**src/rtl/spi_mm_pkg.sv**
```systemverilog
package spi_mm_pkg;

   typedef struct packed {
      logic cpol;
      logic cpha;
      logic lsb_first;
   } spi_mm_cfg_t;

endpackage

```
**src/rtl/spi_mm_tick.sv**
```systemverilog
// Half-period timer: produces one tick every max(div,1) clocks while running.
module spi_mm_tick #(
   parameter int DIV_W = 8
) (
   input  logic             clk,
   input  logic             rst_n,
   input  logic             load,
   input  logic             run,
   input  logic [DIV_W-1:0] div,
   output logic             tick
);
   logic [DIV_W-1:0] reload_q;
   logic [DIV_W-1:0] cnt_q;
   logic [DIV_W-1:0] div_m1;

   assign div_m1 = (div == '0) ? '0 : div - DIV_W'(1);

   always_ff @(posedge clk or negedge rst_n) begin
      if (!rst_n) begin
         reload_q <= '0;
         cnt_q    <= '0;
      end else if (load) begin
         reload_q <= div_m1;
         cnt_q    <= div_m1;
      end else if (run) begin
         if (cnt_q == '0) cnt_q <= reload_q;
         else             cnt_q <= cnt_q - DIV_W'(1);
      end
   end

   assign tick = run && (cnt_q == '0);
endmodule

```
**src/rtl/spi_mm_shift.sv**
```systemverilog
// Transmit and receive shift registers; order handled by bit reversal at the edges.
module spi_mm_shift #(
   parameter int DATA_W = 8
) (
   input  logic              clk,
   input  logic              rst_n,
   input  logic              load,
   input  logic              ord_load,
   input  logic              ord_q,
   input  logic [DATA_W-1:0] tx,
   input  logic              shift_en,
   input  logic              sample_en,
   input  logic              miso,
   output logic              mosi,
   output logic [DATA_W-1:0] rx_nat
);
   logic [DATA_W-1:0] tx_rev;
   logic [DATA_W-1:0] rx_rev;
   logic [DATA_W-1:0] tx_sh_q;
   logic [DATA_W-1:0] rx_sh_q;

   for (genvar i = 0; i < DATA_W; i++) begin : g_rev
      assign tx_rev[i] = tx[DATA_W-1-i];
      assign rx_rev[i] = rx_sh_q[DATA_W-1-i];
   end

   always_ff @(posedge clk or negedge rst_n) begin
      if (!rst_n) begin
         tx_sh_q <= '0;
         rx_sh_q <= '0;
      end else begin
         if (load)          tx_sh_q <= ord_load ? tx_rev : tx;
         else if (shift_en) tx_sh_q <= {tx_sh_q[DATA_W-2:0], 1'b0};
         if (sample_en)     rx_sh_q <= {rx_sh_q[DATA_W-2:0], miso};
      end
   end

   assign mosi   = tx_sh_q[DATA_W-1];
   assign rx_nat = ord_q ? rx_rev : rx_sh_q;
endmodule

```
**src/rtl/spi_mode_master.sv**
```systemverilog
module spi_mode_master
   import spi_mm_pkg::*;
#(
   parameter int DATA_W = 8,
   parameter int DIV_W  = 8
) (
   input  logic              clk,
   input  logic              rst_n,
   input  logic              start_i,
   input  logic              cpol_i,
   input  logic              cpha_i,
   input  logic              lsb_first_i,
   input  logic [DIV_W-1:0]  div_i,
   input  logic [DATA_W-1:0] tx_byte_i,
   output logic              busy_o,
   output logic              done_o,
   output logic [DATA_W-1:0] rx_byte_o,
   output logic              sck_o,
   output logic              mosi_o,
   output logic              ss_n_o,
   input  logic              miso_i
);
   localparam int EDGES  = 2 * DATA_W;
   localparam int EDGE_W = $clog2(EDGES + 1);

   if (DATA_W < 2) begin : g_bad_data_w
      $error("spi_mode_master: DATA_W must be at least 2");
   end
   if (DIV_W < 1) begin : g_bad_div_w
      $error("spi_mode_master: DIV_W must be at least 1");
   end

   spi_mm_cfg_t       cfg_q;
   logic              busy_q, ss_n_q, sck_q, done_q;
   logic [DATA_W-1:0] rx_q;
   logic [EDGE_W-1:0] edge_q;
   logic              accept, tick, leading, last, samp_en, shift_en;
   logic              sh_mosi;
   logic [DATA_W-1:0] rx_nat;

   assign accept  = start_i && !busy_q;
   assign leading = !edge_q[0];
   assign last    = (edge_q == EDGE_W'(EDGES));
   assign samp_en = tick && !last && (cfg_q.cpha ? !leading : leading);
   assign shift_en = tick && !last &&
                     (cfg_q.cpha ? (leading && edge_q != '0) : !leading);

   spi_mm_tick #(.DIV_W(DIV_W)) u_tick (
      .clk   (clk),
      .rst_n (rst_n),
      .load  (accept),
      .run   (busy_q),
      .div   (div_i),
      .tick  (tick)
   );

   spi_mm_shift #(.DATA_W(DATA_W)) u_shift (
      .clk       (clk),
      .rst_n     (rst_n),
      .load      (accept),
      .ord_load  (lsb_first_i),
      .ord_q     (cfg_q.lsb_first),
      .tx        (tx_byte_i),
      .shift_en  (shift_en),
      .sample_en (samp_en),
      .miso      (miso_i),
      .mosi      (sh_mosi),
      .rx_nat    (rx_nat)
   );

   always_ff @(posedge clk or negedge rst_n) begin
      if (!rst_n) begin
         cfg_q  <= '0;
         busy_q <= 1'b0;
         ss_n_q <= 1'b1;
         sck_q  <= 1'b0;
         done_q <= 1'b0;
         rx_q   <= '0;
         edge_q <= '0;
      end else begin
         done_q <= 1'b0;
         if (accept) begin
            cfg_q  <= '{cpol: cpol_i, cpha: cpha_i, lsb_first: lsb_first_i};
            busy_q <= 1'b1;
            ss_n_q <= 1'b0;
            sck_q  <= cpol_i;
            edge_q <= '0;
         end else if (tick) begin
            if (last) begin
               busy_q <= 1'b0;
               ss_n_q <= 1'b1;
               done_q <= 1'b1;
               rx_q   <= rx_nat;
            end else begin
               sck_q  <= ~sck_q;
               edge_q <= edge_q + EDGE_W'(1);
            end
         end
      end
   end

   assign busy_o    = busy_q;
   assign done_o    = done_q;
   assign rx_byte_o = rx_q;
   assign ss_n_o    = ss_n_q;
   assign sck_o     = busy_q ? sck_q : cpol_i;
   assign mosi_o    = busy_q & sh_mosi;
endmodule

```
**config.mk**
```make
export PLATFORM = sky130hd
export DESIGN_NAME = spi_mode_master
export DESIGN_NICKNAME = d
export VERILOG_FILES = /design/src/rtl/spi_mm_pkg.sv /design/src/rtl/spi_mm_tick.sv /design/src/rtl/spi_mm_shift.sv /design/src/rtl/spi_mode_master.sv
export SDC_FILE = /design/constraint.sdc
export NUM_CORES = 1
export LEC_CHECK = 0
export ABC_AREA = 1
export CORE_MARGIN = 8
export CORE_UTILIZATION = 45
export CTS_BUF_LIST = sky130_fd_sc_hd__clkbuf_16
export CTS_CLUSTER_DIAMETER = 50
export DETAILED_ROUTE_END_ITERATION = 6
export PLACE_DENSITY = 0.67
export SYNTH_ARGS = -nofsm -noshare
export SYNTH_HDL_FRONTEND = slang
export SYNTH_SLANG_ARGS = --single-unit
```
**constraint.sdc**
```tcl
create_clock -name clk -period 2.2 [get_ports clk]
set_input_delay 0.55 -clock clk [delete_from_list [all_inputs] [get_ports clk]]
set_output_delay 0.55 -clock clk [all_outputs]
set_load 0.02 [all_outputs]
```
# After elaboration in Yosys (flattened, before gate mapping)
# Cells that the tools add are included.
[totals] register_bits=51 input_bits=23 output_inout_bits=13 word_cells=65
[classes] addsub=3 n_eq_ne=2 muxes=26 bitwise=3 n_reduce_logical=19
[op_table] operator="2-to-1 mux 8 bit" count=8
[op_table] operator="zero test 8 bit" count=2
[op_table] operator="subtractor 8 x 1 -> 8 bit (second input constant)" count=2
[op_table] operator="2-to-1 mux 1 bit" count=15
[op_table] operator="2-to-1 mux 5 bit" count=3
[op_table] operator="nonzero test 2 bit" count=4
[op_table] operator="logical AND 1 bit" count=6
[op_table] operator="adder 5 x 1 -> 5 bit (second input constant)" count=1
[op_table] operator="equality test 5 bit (second input constant)" count=1
[op_table] operator="nonzero test 5 bit" count=1
[op_table] operator="AND reduction 2 bit" count=2
[op_table] operator="zero test 1 bit" count=3
[op_table] operator="AND reduction 3 bit" count=1
[op_table] operator="!= test 2 bit (second input constant)" count=1
[op_table] operator="inverter 1 bit" count=2
[op_table] operator="bitwise AND 1 bit" count=1

# Depth between registers and ports, before layout
# Gate-level depths: netlist (run 1).
[depth] ltp_word=6 ltp_mapped=10 mapped_depth_nobuf=9

# By module
# A second synthesis (run 1) with hierarchy kept.
[unflattened] cells_unflattened=400 hier_area_um2=2946.6
[by_module_without_submodules] module="spi_mm_tick" instances=1 cells_each=166 area_per_inst_um2=1128.6 seq_area_each_um2=400.4
[by_module_without_submodules] module="spi_mode_master" instances=1 cells_each=116 area_per_inst_um2=947.2 seq_area_each_um2=476.7
[by_module_without_submodules] module="spi_mm_shift" instances=1 cells_each=118 area_per_inst_um2=870.8 seq_area_each_um2=400.4

# Worst setup path before layout (run 1)
# No wires, ideal clock.
[synth_timing] path_type="reg-to-output" start="register busy_q (netlist: busy_o)" end="output port sck_o" arrival_time_ps=1409 required_time_ps=1650 path_slack_ps=241 stages_incl_launch_ff=4 path_buffers=1 cell_sequence="dfrtp_1 -> inv_1 -> clkbuf_1 -> o21ai_0"
[synth_between] elab_chain_cells=1
[synth_lines] element="start, declared" line_no="spi_mode_master.sv:34" source="logic busy_q, ss_n_q, sck_q, done_q;"
[synth_lines] element="start signal, assigned" line_no="spi_mode_master.sv:74" source="busy_q <= 1'b0;"
[synth_lines] element="start signal, assigned" line_no="spi_mode_master.sv:84" source="busy_q <= 1'b1;"
[synth_lines] element="start signal, assigned" line_no="spi_mode_master.sv:90" source="busy_q <= 1'b0;"
[synth_lines] element="2-to-1 mux 1 bit" line_no="spi_mode_master.sv:106" source="assign sck_o = busy_q ? sck_q : cpol_i;"
[synth_lines] element="end, declared" line_no="spi_mode_master.sv:18" source="output logic sck_o,"
# Every way passes these cells.

# Final worst setup path (run 1)
[layout_timing] start="input port cpol_i" end="output port sck_o"
[layout_between] elab_chain_cells=1
[layout_lines] element="start, declared" line_no="spi_mode_master.sv:10" source="input logic cpol_i,"
[layout_lines] element="2-to-1 mux 1 bit" line_no="spi_mode_master.sv:106"
# Every way passes these cells.

==> results of run 1 <==
## per-layer routing
metal | vias up | part of all wire, %
met2 | 36 | 47
met3 | 7 | 3.4
li1 | 1233 | -
met5 | - | 0
met1 | 1052 | 49
met4 | 0 | 0.98
## power breakdown
part | internal, mW | total [mW] | switching, mW
Sequential | 1.27 | 1.51 | 0.248
Clock | 0.416 | 0.752 | 0.337
Combinational | 0.488 | 1.17 | 0.678
## cell usage after synthesis
| master | number | area share (%) |
|---|---|---|
| nand2_2 | 6 | 1.3 |
| clkbuf_1 | 4 | 0.54 |
| o211ai_1 | 7 | 1.9 |
| or2_2 | 2 | 0.45 |
| nor2_4 | 1 | 0.40 |
| o21ai_0 | 36 | 6.5 |
| a21oi_1 | 10 | 1.8 |
| nand3_4 | 1 | 0.63 |
| nand3_1 | 33 | 5.9 |
| xnor2_1 | 2 | 0.63 |
| nor2_1 | 26 | 3.5 |
| clkinv_1 | 1 | 0.13 |
| clkbuf_2 | 1 | 0.18 |
| inv_1 | 36 | 4.9 |
| o21bai_2 | 1 | 0.40 |
| xor2_1 | 6 | 1.9 |
| ha_1 | 6 | 2.7 |
| nor2_8 | 1 | 0.72 |
| nor2_2 | 2 | 0.45 |
| o22ai_1 | 1 | 0.22 |
| dfstp_2 | 1 | 0.94 |
| inv_2 | 2 | 0.27 |
| buf_6 | 2 | 0.81 |
| o21ai_2 | 8 | 2.5 |
| buf_2 | 2 | 0.36 |
| dfrtp_1 | 50 | 45 |
| nand2_1 | 107 | 14 |
| nand3b_1 | 1 | 0.27 |
| o21ai_1 | 2 | 0.36 |
## metrics by stage
step                instance area (µm²)  cells  setup TNS [ns]  hold WS (ns)  power [mW]
global placement                   3240    467          -0.122         0.454        2.66
floorplan                          2790    358               0         0.254        2.33
detailed placement                 3240    467          -0.124         0.462        2.71
CTS                                3380    475               0         0.261        3.47
finish                             3380    475               0         0.247        3.43
global route                       3380    475               0         0.271        3.72
## cell families (layout without fill, tap and decap cells)
kind of cell / count (synthesis) / in the layout
buffers and inverters: 48 / 90
XOR/XNOR: 8 / 8
adder cells (fa/ha/maj): 6 / 6
flip-flops: 51 / 51
AND/OR/NAND/NOR: 180 / 180
AO/OA/AOI/OAI: 65 / 65
## registers in the layout (all words and copies together) (netlist names)
name             count
busy_o               1
cfg_q                2
done_o               1
edge_q               5
rx_byte_o            8
sck_q                1
ss_n_o               1
u_shift.rx_sh_q      8
u_shift.tx_sh_q      8
u_tick.cnt_q         8
u_tick.reload_q      8
## worst paths after layout
check                                       startpoint                        endpoint  slack (ns)  depth (start not counted)
max                                             cpol_i                           sck_o        0.16                          4
min                                              rst_n  u_tick.reload_q[7]$_DFFE_PN0P_        0.25                          2
max reg2reg                u_tick.cnt_q[0]$_DFFE_PN0P_  u_shift.rx_sh_q[4]$_DFFE_PN0P_        0.43                          9
min reg2reg                   rx_byte_o[0]$_DFFE_PN0P_        rx_byte_o[0]$_DFFE_PN0P_        0.47                          2
max in group asynchronous                        rst_n              ss_n_o$_DFFE_PN1P_        1.66                          2
min in group clk              rx_byte_o[0]$_DFFE_PN0P_        rx_byte_o[0]$_DFFE_PN0P_        0.47                          2
## layout by cell type (no fill, tap or decap), drive strengths merged
cell,instances
nand2,113
dfrtp,50
o21ai,46
inv,39
nand3,34
clkdlybuf4s50,33
nor2,30
a21oi,10
buf,9
o211ai,7
xor2,6
ha,6
clkbuf,5
xnor2,2
or2,2
clkinv,2
o21bai,1
o22ai,1
nand3b,1
clkinvlp,1
dlygate4sd2,1
dfstp,1
## final cells by class
class | instances | share of cell area [%]
tap | 75 | 2.77
clock buffer | 5 | 3.70
multi-input combinational | 259 | 38.7
timing repair buffer | 43 | 12.3
clock inverter | 3 | 0.481
sequential | 51 | 37.7
inverter | 39 | 4.33
## critical path, stage by stage
cell and delay [ns]:
clkdlybuf4s50_1 0.48, nand2_1 0.05, o21ai_0 0.06, dlygate4sd2_1 0.35
==> impl_metrics.sql, run 1 <==
INSERT INTO impl_metrics (metric_group, metric, value, unit) VALUES
('final_layout', 'fin_nets', '428', ''),
('synth', 'synthesis.instances', '358', ''),
('power_and_ir_drop', 'power_density_normalized_to_cell_area', '1010', 'nW/µm²'),
('timing', 'worst_clock_skew', '0.00516', 'ns'),
('placed_design', 'dpl_worst_slack', '-0.124', 'ns'),
('detailed_routing', 'post-route-drc-count', '0', ''),
('floorplanning', 'die-area', '8960', 'µm²'),
('floorplanning', 'chipHeight', '94.7', 'µm'),
('timing', 'setup_violations', '0', ''),
('synth', 'synthesized_area_fraction_occupied_by_adder_cells', '2.70', '%'),
('final_layout', 'multiInputGateArea', '1310', 'µm²'),
('floorplanning', 'total_i_o_pin_count', '36', ''),
('grt', 'first_pass_grt_wire_length', '10.7', 'mm'),
('synth', 'synth.mux.area_fraction', '0', '%'),
('floorplanning', 'initial_core_utilization', '46.8', '%'),
('floorplanning', 'core_area', '5960', 'µm²'),
('timing', 'layout_min_cycle_time', '2.04', 'ns'),
('grt', 'global_route.usage.met2', '23.5', '%'),
('timing', 'rsz0062_at_grt', 'false', ''),
('grt', 'met1_grt_util', '20.0', '%'),
('synth', 'area_fraction_in_compound_gates_after_synthesis', '13.7', '%'),
('clocking', 'clock-root-buffer', 'clkbuf_16', ''),
('clocking', 'clk-insertion-delay-late', '0.29', 'ns'),
('grt', 'globalRoute.busiestLayer', 'met2', ''),
('synth', 'yosysWarnings', '0', ''),
('synth', 'synth_simple_gate_area_share', '28.1', '%'),
('timing', 'post-route-worst-setup-slack', '0.158', 'ns'),
('clocking', 'cts_max_level', '2', ''),
('detailed_routing', 'drtPass1Iterations', '4', ''),
('detailed_routing', 'number_of_vias_after_detailed_routing', '2328', ''),
('worst_setup_path', 'timing.critical_path.to_type', 'output port', ''),
('synth', 'synth_xor_area_share', '2.52', '%'),
('synth', 'seq_area_frac_synth', '45.9', '%'),
('synth', 'synth.avg_cell_area', '7.78', 'µm²'),
('timing', 'maximum_achievable_frequency', '490', 'MHz'),
('clocking', 'cts_inserted_buffers', '5', ''),
('grt', 'grt.met3_usage', '2.78', '%'),
('final_layout', 'fin_util', '56.8', '%'),
('detailed_routing', 'initialDrtViolationCount', '126', ''),
('detailed_routing', 'antenna_violating_nets_remaining', '0', ''),
('worst_setup_path', 'crit_type', 'primary input to output port', ''),
('floorplanning', 'rows', '28', ''),
('timing', 'relSlewSlack', '67.1', '%'),
('outcome', 'result_of_the_run', 'finished clean', ''),
('worst_setup_path', 'timing.critical_path.from_type', 'primary input', ''),
('placed_design', 'place.detailed.hpwl', '4.38', 'mm'),
('placed_design', 'globalplace.congestion', '0.808', ''),
('clocking', 'hold_buffers', '0', ''),
('grt', 'vias_in_the_first_global_route', '2321', ''),
('final_layout', 'share_of_post_route_cells_with_drive_strength_above_1', '10.3', '%'),
('detailed_routing', 'vias_per_cell', '4.90', ''),
('synth', 'synthesized_net_count', '387', ''),
('synth', 'post_synthesis_cell_area', '2790', 'µm²'),
('grt', 'initial_antenna_violation_count', '0', ''),
('final_layout', 'antenna_cells_inserted', '0', ''),
('grt', 'grt_remaining_overflow', '0', ''),
('timing', 'worst_slew_pin_slew', '0.493', 'ns'),
('timing', 'report.final.hold_viol_count', '0', ''),
('clocking', 'post_cts.resized_instances', '1', ''),
('synth', 'synth.distinct_cells', '29', ''),
('flow_run', 'max_cap_violations', '0', ''),
('detailed_routing', 'postRouteWirelength', '6.03', 'mm'),
('power_and_ir_drop', 'vdd_drop_max', '0.480', 'mV'),
('clocking', 'worst_setup_hold_path_clk_slew', '0.07', 'ns'),
('floorplanning', 'dieWidth', '94.7', 'µm'),
('clocking', 'cts.path.max_buffers', '2', ''),
('clocking', 'tritoncts', 'built', ''),
('timing', 'period_share', '92.8', '%'),
('timing', 'slew_violations', '0', ''),
('worst_setup_path', 'cp.arrival', '1.49', 'ns'),
('power_and_ir_drop', 'leakagePower', '1.66', 'nW'),
('worst_setup_path', 'cp_max_fo', '2', ''),
('worst_setup_path', 'worstPathRequired', '1.65', 'ns'),
('clocking', 'total_setup_buffers_inserted_after_cts', '0', ''),
('grt', 'grt_util_all_layers', '14.7', '%'),
('clocking', 'numClockSinks', '51', ''),
('final_layout', 'final-seq-area', '1280', 'µm²'),
('hold_path', 'hp-class', 'primary input to async pin', ''),
('final_layout', 'area_delta_synth_final', '21.5', '%'),
('detailed_routing', 'drt-wirelength-per-cell', '12.7', 'µm'),
('synth', 'yosys_register_bits', '51', ''),
('final_layout', 'fill_cells', '607', ''),
('synth', 'synth_top_family_by_area', 'simple AND/OR/NAND/NOR gates', ''),
('grt', 'maximum_number_of_pins_on_one_net_before_global_route_repair', '52', ''),
('placed_design', 'port_buffers', '35', '');
No activity file was read; power rests on OpenSTA's default activity.
==> run 2: changes to the inputs <==
--- a/config.mk
+++ b/config.mk
@@ -6,6 +6,7 @@
 export NUM_CORES = 1
 export LEC_CHECK = 0
 export ABC_AREA = 1
+export CORE_ASPECT_RATIO = 2
 export CORE_MARGIN = 8
 export CORE_UTILIZATION = 45
 export CTS_BUF_LIST = sky130_fd_sc_hd__clkbuf_16
==> impl_metrics.sql, run 2 (same netlist as run 1, synthesis figures left out) <==
INSERT INTO impl_metrics (metric_group, metric, value, unit) VALUES
('placed_design', 'globalplace.congestion', '0.852', ''),
('floorplanning', 'total_i_o_pin_count', '36', ''),
('worst_setup_path', 'r2r_slack', '0.38', 'ns'),
('timing', 'holdWs', '0.224', 'ns'),
('placed_design', 'dpl_worst_slack', '-0.120', 'ns'),
('final_layout', 'multiInputGateArea', '1310', 'µm²'),
('worst_setup_path', 'timing.critical_path.from_type', 'primary input', ''),
('detailed_routing', 'drt-wirelength-per-cell', '14.4', 'µm'),
('flow_run', 'max_cap_violations', '0', ''),
('floorplanning', 'initial_core_utilization', '46.4', '%'),
('detailed_routing', 'post-route-drc-count', '0', ''),
('timing', 'setup_violations', '0', ''),
('grt', 'grt_remaining_overflow', '0', ''),
('timing', 'rsz0062_at_grt', 'false', ''),
('floorplanning', 'dieWidth', '71.6', 'µm'),
('clocking', 'worst_setup_hold_path_clk_slew', '0.07', 'ns'),
('timing', 'worst_slew_pin_slew', '0.479', 'ns'),
('timing', 'report.final.hold_viol_count', '0', ''),
('placed_design', 'place.detailed.hpwl', '5.07', 'mm'),
('grt', 'vias_in_the_first_global_route', '2571', ''),
('final_layout', 'fill_cells', '585', ''),
('clocking', 'cts_inserted_buffers', '5', ''),
('grt', 'initial_antenna_violation_count', '0', ''),
('final_layout', 'antenna_cells_inserted', '0', ''),
('detailed_routing', 'drtPass1Iterations', '4', ''),
('timing', 'worst_clock_skew', '0.00998', 'ns'),
('clocking', 'cts_max_level', '2', ''),
('clocking', 'hold_buffers', '0', ''),
('final_layout', 'area_delta_synth_final', '22.3', '%'),
('timing', 'post-route-worst-setup-slack', '0.163', 'ns'),
('hold_path', 'hp-class', 'primary input to async pin', ''),
('final_layout', 'design_area', '3410', 'µm²'),
('clocking', 'total_setup_buffers_inserted_after_cts', '0', ''),
('floorplanning', 'rows', '40', ''),
('detailed_routing', 'initialDrtViolationCount', '123', ''),
('worst_setup_path', 'cp_cell_sequence', 'clkdlybuf4s50_1 > nand2_1 > o21ai_0 > dlygate4sd2_1', ''),
('final_layout', 'fin_nets', '429', ''),
('power_and_ir_drop', 'power_density_normalized_to_cell_area', '1050', 'nW/µm²'),
('clocking', 'tritoncts', 'built', ''),
('clocking', 'clk-insertion-delay-late', '0.30', 'ns'),
('worst_setup_path', 'cp_max_fo', '2', ''),
('outcome', 'result_of_the_run', 'finished clean', ''),
('final_layout', 'mostFrequentLayoutCell', 'nand2_1', ''),
('floorplanning', 'chipHeight', '127', 'µm'),
('timing', 'relSlewSlack', '68.1', '%'),
('timing', 'layout_min_cycle_time', '2.04', 'ns'),
('grt', 'first_pass_grt_wire_length', '11.7', 'mm'),
('power_and_ir_drop', 'vdd_drop_max', '0.757', 'mV'),
('worst_setup_path', 'standard_cell_with_the_maximum_stage_delay_on_the_critical_path', 'clkdlybuf4s50_1', ''),
('detailed_routing', 'postRouteWirelength', '6.69', 'mm'),
('grt', 'grt_util_all_layers', '16.0', '%'),
('detailed_routing', 'number_of_vias_after_detailed_routing', '2444', ''),
('detailed_routing', 'antenna_violating_nets_remaining', '0', ''),
('timing', 'period_share', '92.6', '%'),
('floorplanning', 'core_area', '6010', 'µm²'),
('final_layout', 'share_of_post_route_cells_with_drive_strength_above_1', '10.5', '%'),
('grt', 'maximum_number_of_pins_on_one_net_before_global_route_repair', '52', ''),
('timing', 'slew_violations', '0', ''),
('floorplanning', 'die-area', '9120', 'µm²'),
('final_layout', 'final-seq-area', '1280', 'µm²'),
('worst_setup_path', 'timing.critical_path.to_type', 'output port', ''),
('power_and_ir_drop', 'leakagePower', '1.69', 'nW'),
('worst_setup_path', 'crit_type', 'primary input to output port', ''),
('worst_setup_path', 'worstPathRequired', '1.65', 'ns'),
('clocking', 'post_cts.resized_instances', '1', ''),
('placed_design', 'port_buffers', '35', ''),
('placed_design', 'place_area', '3240', 'µm²'),
('worst_setup_path', 'cp.arrival', '1.49', 'ns'),
('final_layout', 'highest_count_cells_in_the_layout_ignoring_fill_and_taps', 'nand2_1, dfrtp_1, inv_1, o21ai_0, nand3_1', ''),
('worst_setup_path', 'worst_path_largest_cell_delay', '0.47', 'ns'),
('clocking', 'numClockSinks', '51', ''),
('clocking', 'cts.path.max_buffers', '2', ''),
('timing', 'maximum_achievable_frequency', '491', 'MHz'),
('clocking', 'clock-root-buffer', 'clkbuf_16', ''),
('detailed_routing', 'vias_per_cell', '5.27', '');
[run 2: cell types whose count changed in the layout (fill, tap and decap cells not counted), sizes merged]
cell / before / now
clkinvlp: 1 / 0
bufinv: 0 / 1
buf: 9 / 10
dlymetal6s2s: 0 / 1
clkdlybuf4s50: 33 / 32
[run 2: power breakdown]
group / switching, mW / internal (mW)
Sequential: 0.258 / 1.27
Clock: 0.351 / 0.537
Combinational: 0.692 / 0.486
[run 2: area by class of cell]
cell class / instances / area share (%)
multi-input cells: 259 / 38.4
flip-flops and latches: 51 / 37.5
repair buffers: 44 / 12.5
inverters: 39 / 4.30
clock buffers: 5 / 3.67
well taps: 63 / 2.31
clock inverters: 3 / 1.25
[run 2: critical path, delay by kind of cell]
family          cells  cell delay, ns
compound gates      1            0.06
simple gates        1            0.05
buf+inv             2            0.82
[run 2: metal layers]
| metal | track usage, % | up-vias | part of all wire [%] |
|---|---|---|---|
| met5 | 0 | - | 0 |
| met4 | 8.12 | 0 | 2.2 |
| met3 | 3.53 | 13 | 3.6 |
| met2 | 29.6 | 37 | 56 |
| met1 | 15.9 | 1164 | 38 |
| li1 | - | 1230 | - |
[run 2: worst paths after layout]
check                                               to                        start  cells past startpoint
min in group clk                    ss_n_o$_DFFE_PN1P_           ss_n_o$_DFFE_PN1P_                      2
hold reg to reg                     ss_n_o$_DFFE_PN1P_           ss_n_o$_DFFE_PN1P_                      2
setup / recovery                                 sck_o                       cpol_i                      4
hold / removal             u_tick.cnt_q[5]$_DFFE_PN0P_                        rst_n                      2
max in group asynchronous           ss_n_o$_DFFE_PN1P_                        rst_n                      2
setup reg to reg                    busy_o$_DFFE_PN0P_  u_tick.cnt_q[0]$_DFFE_PN0P_                      9
[run 2: through the flow]
step	utilization (%)	TNS, ns	instances	total power, mW
after floorplan	-	0	358	2.33
after global placement	53.9	-0.113	456	2.69
after detailed placement	53.9	-0.120	456	2.73
after CTS	56.7	0	464	3.63
after global routing	56.7	0	464	3.87
final	56.7	0	464	3.59
==> run 3: changes to the inputs <==
--- a/config.mk
+++ b/config.mk
@@ -8,11 +8,10 @@
 export ABC_AREA = 1
 export CORE_ASPECT_RATIO = 2
 export CORE_MARGIN = 8
-export CORE_UTILIZATION = 45
+export CORE_UTILIZATION = 40
 export CTS_BUF_LIST = sky130_fd_sc_hd__clkbuf_16
 export CTS_CLUSTER_DIAMETER = 50
 export DETAILED_ROUTE_END_ITERATION = 6
-export PLACE_DENSITY = 0.67
 export SYNTH_ARGS = -nofsm -noshare
 export SYNTH_HDL_FRONTEND = slang
 export SYNTH_SLANG_ARGS = --single-unit
==> constraint.sdc (replaced) <==
create_clock -name clk -period 1.8 [get_ports clk]
set_input_delay 0.45 -clock clk [delete_from_list [all_inputs] [get_ports clk]]
set_output_delay 0.45 -clock clk [all_outputs]
set_load 0.02 [all_outputs]
==> impl_metrics.sql, run 3 (same netlist as run 1, synthesis figures left out) <==
INSERT INTO impl_metrics (metric_group, metric, value, unit) VALUES
('detailed_routing', 'drtPass1Iterations', '4', ''),
('final_layout', 'fill_cells', '700', ''),
('timing', 'maximum_achievable_frequency', '566', 'MHz'),
('worst_setup_path', 'timing.critical_path.from_type', 'primary input', ''),
('final_layout', 'share_of_post_route_cells_with_drive_strength_above_1', '12.3', '%'),
('clocking', 'hold_buffers', '0', ''),
('power_and_ir_drop', 'leakagePower', '1.72', 'nW'),
('worst_setup_path', 'cp.arrival', '1.32', 'ns'),
('floorplanning', 'total_i_o_pin_count', '36', ''),
('timing', 'relSlewSlack', '67.2', '%'),
('floorplanning', 'chipHeight', '134', 'µm'),
('floorplanning', 'dieWidth', '75.0', 'µm'),
('placed_design', 'port_buffers', '35', ''),
('clocking', 'clock-root-buffer', 'clkbuf_16', ''),
('grt', 'grt_remaining_overflow', '0', ''),
('clocking', 'worst_setup_hold_path_clk_slew', '0.06', 'ns'),
('placed_design', 'globalplace.congestion', '0.806', ''),
('final_layout', 'multiInputGateArea', '1320', 'µm²'),
('timing', 'worst_slew_pin_slew', '0.491', 'ns'),
('grt', 'first_pass_grt_wire_length', '10.7', 'mm'),
('placed_design', 'place.detailed.hpwl', '4.63', 'mm'),
('worst_setup_path', 'cp_max_fo', '2', ''),
('clocking', 'clk-insertion-delay-late', '0.29', 'ns'),
('clocking', 'cts_max_level', '2', ''),
('power_and_ir_drop', 'vdd_drop_max', '0.598', 'mV'),
('clocking', 'cts_inserted_buffers', '5', ''),
('final_layout', 'mostFrequentLayoutCell', 'nand2_1', ''),
('detailed_routing', 'vias_per_cell', '4.84', ''),
('power_and_ir_drop', 'power_density_normalized_to_cell_area', '1210', 'nW/µm²'),
('worst_setup_path', 'crit_type', 'primary input to output port', ''),
('detailed_routing', 'drt-wirelength-per-cell', '12.4', 'µm'),
('grt', 'grt_util_all_layers', '13.4', '%'),
('worst_setup_path', 'worstPathRequired', '1.35', 'ns'),
('floorplanning', 'core_area', '6830', 'µm²'),
('timing', 'layout_min_cycle_time', '1.77', 'ns'),
('timing', 'report.final.hold_viol_count', '0', ''),
('final_layout', 'area_delta_synth_final', '24.9', '%'),
('detailed_routing', 'postRouteWirelength', '6.15', 'mm'),
('detailed_routing', 'number_of_vias_after_detailed_routing', '2409', ''),
('final_layout', 'antenna_cells_inserted', '0', ''),
('detailed_routing', 'initialDrtViolationCount', '92', ''),
('outcome', 'result_of_the_run', 'finished clean', ''),
('floorplanning', 'initial_core_utilization', '40.8', '%'),
('timing', 'setup_violations', '0', ''),
('final_layout', 'final-seq-area', '1280', 'µm²'),
('clocking', 'tritoncts', 'built', ''),
('final_layout', 'fin_nets', '436', ''),
('grt', 'initial_antenna_violation_count', '0', ''),
('clocking', 'numClockSinks', '51', ''),
('worst_setup_path', 'timing.critical_path.to_type', 'output port', ''),
('flow_run', 'max_cap_violations', '0', ''),
('grt', 'vias_in_the_first_global_route', '2463', ''),
('timing', 'rsz0062_at_grt', 'false', ''),
('floorplanning', 'die-area', '10100', 'µm²'),
('final_layout', 'highest_count_cells_in_the_layout_ignoring_fill_and_taps', 'nand2_1, dfrtp_1, inv_1', ''),
('grt', 'maximum_number_of_pins_on_one_net_before_global_route_repair', '52', ''),
('final_layout', 'post_layout_nonfiller_instances', '498', ''),
('detailed_routing', 'antenna_violating_nets_remaining', '0', ''),
('final_layout', 'fin_util', '50.9', '%'),
('placed_design', 'placed_cells_incl_taps', '490', ''),
('floorplanning', 'rows', '43', ''),
('timing', 'slew_violations', '0', ''),
('detailed_routing', 'post-route-drc-count', '0', ''),
('hold_path', 'hp-class', 'primary input to async pin', ''),
('timing', 'period_share', '98.2', '%'),
('clocking', 'cts.path.max_buffers', '2', ''),
('timing', 'worst_clock_skew', '0.00591', 'ns');
-- run 3: area by class of cell --
| type | instances | area share, % |
|---|---|---|
| repair buffers | 51 | 14.1 |
| inverters | 39 | 4.21 |
| multi-input cells | 259 | 37.8 |
| well taps | 90 | 3.24 |
| clock inverters | 3 | 0.360 |
| clock buffers | 5 | 3.60 |
| flip-flops and latches | 51 | 36.7 |
-- run 3: per-stage QoR --
step | setup slack, ns | setup TNS, ns | hold slack [ns] | area (µm²) | power (mW)
after global placement | -0.307 | -0.311 | 0.455 | 3340 | 3.28
after floorplan | 0.0964 | 0 | 0.154 | 2790 | 2.85
after CTS | 0.0290 | 0 | 0.155 | 3470 | 4.24
final | 0.0323 | 0 | 0.130 | 3480 | 4.20
after global routing | 0.00240 | 0 | 0.153 | 3480 | 4.56
after detailed placement | -0.310 | -0.449 | 0.459 | 3340 | 3.34
-- run 3: final timing paths --
check                                          startpoint  depth (start not counted)  slack [ns]                             end
setup / recovery                                   cpol_i                          4        0.03                           sck_o
hold / removal                                      rst_n                          2        0.13  u_tick.reload_q[4]$_DFFE_PN0P_
setup reg to reg              u_tick.cnt_q[0]$_DFFE_PN0P_                          9        0.16  u_shift.rx_sh_q[5]$_DFFE_PN0P_
hold reg to reg            u_shift.rx_sh_q[0]$_DFFE_PN0P_                          2        0.47  u_shift.rx_sh_q[0]$_DFFE_PN0P_
max in group asynchronous                           rst_n                          2        1.36              ss_n_o$_DFFE_PN1P_
min in group clk           u_shift.rx_sh_q[0]$_DFFE_PN0P_                          2        0.47  u_shift.rx_sh_q[0]$_DFFE_PN0P_
-- run 3: routing by layer --
metal	wire length (µm)	up-vias	global-route usage, %
met3	294	6	3.66
met2	2950	46	21.5
met1	2830	1115	16.4
li1	-	1242	-
met5	0	-	0
met4	80	0	4.62
-- run 3: repair_timing --
| action | in CTS | in global routing |
|---|---|---|
| buffers inserted | 0 | 0 |
| pin swaps | 0 | 1 |
| resized for setup | 6 | 3 |
| hold endpoints to repair | 0 | 0 |
| cloned | 0 | 0 |
| setup endpoints to repair | 4 | 12 |
-- run 3: critical path, cell delays in order --
cell             delay (ns)
clkdlybuf4s50_1        0.48
nand2_1                0.05
o21ai_1                0.06
clkdlybuf4s15_2        0.27
-- run 3: power breakdown --
part           internal (mW)  total, mW  switching (mW)
Clock                  0.503      0.899           0.396
Sequential              1.55       1.84           0.293
Combinational          0.612       1.46           0.846
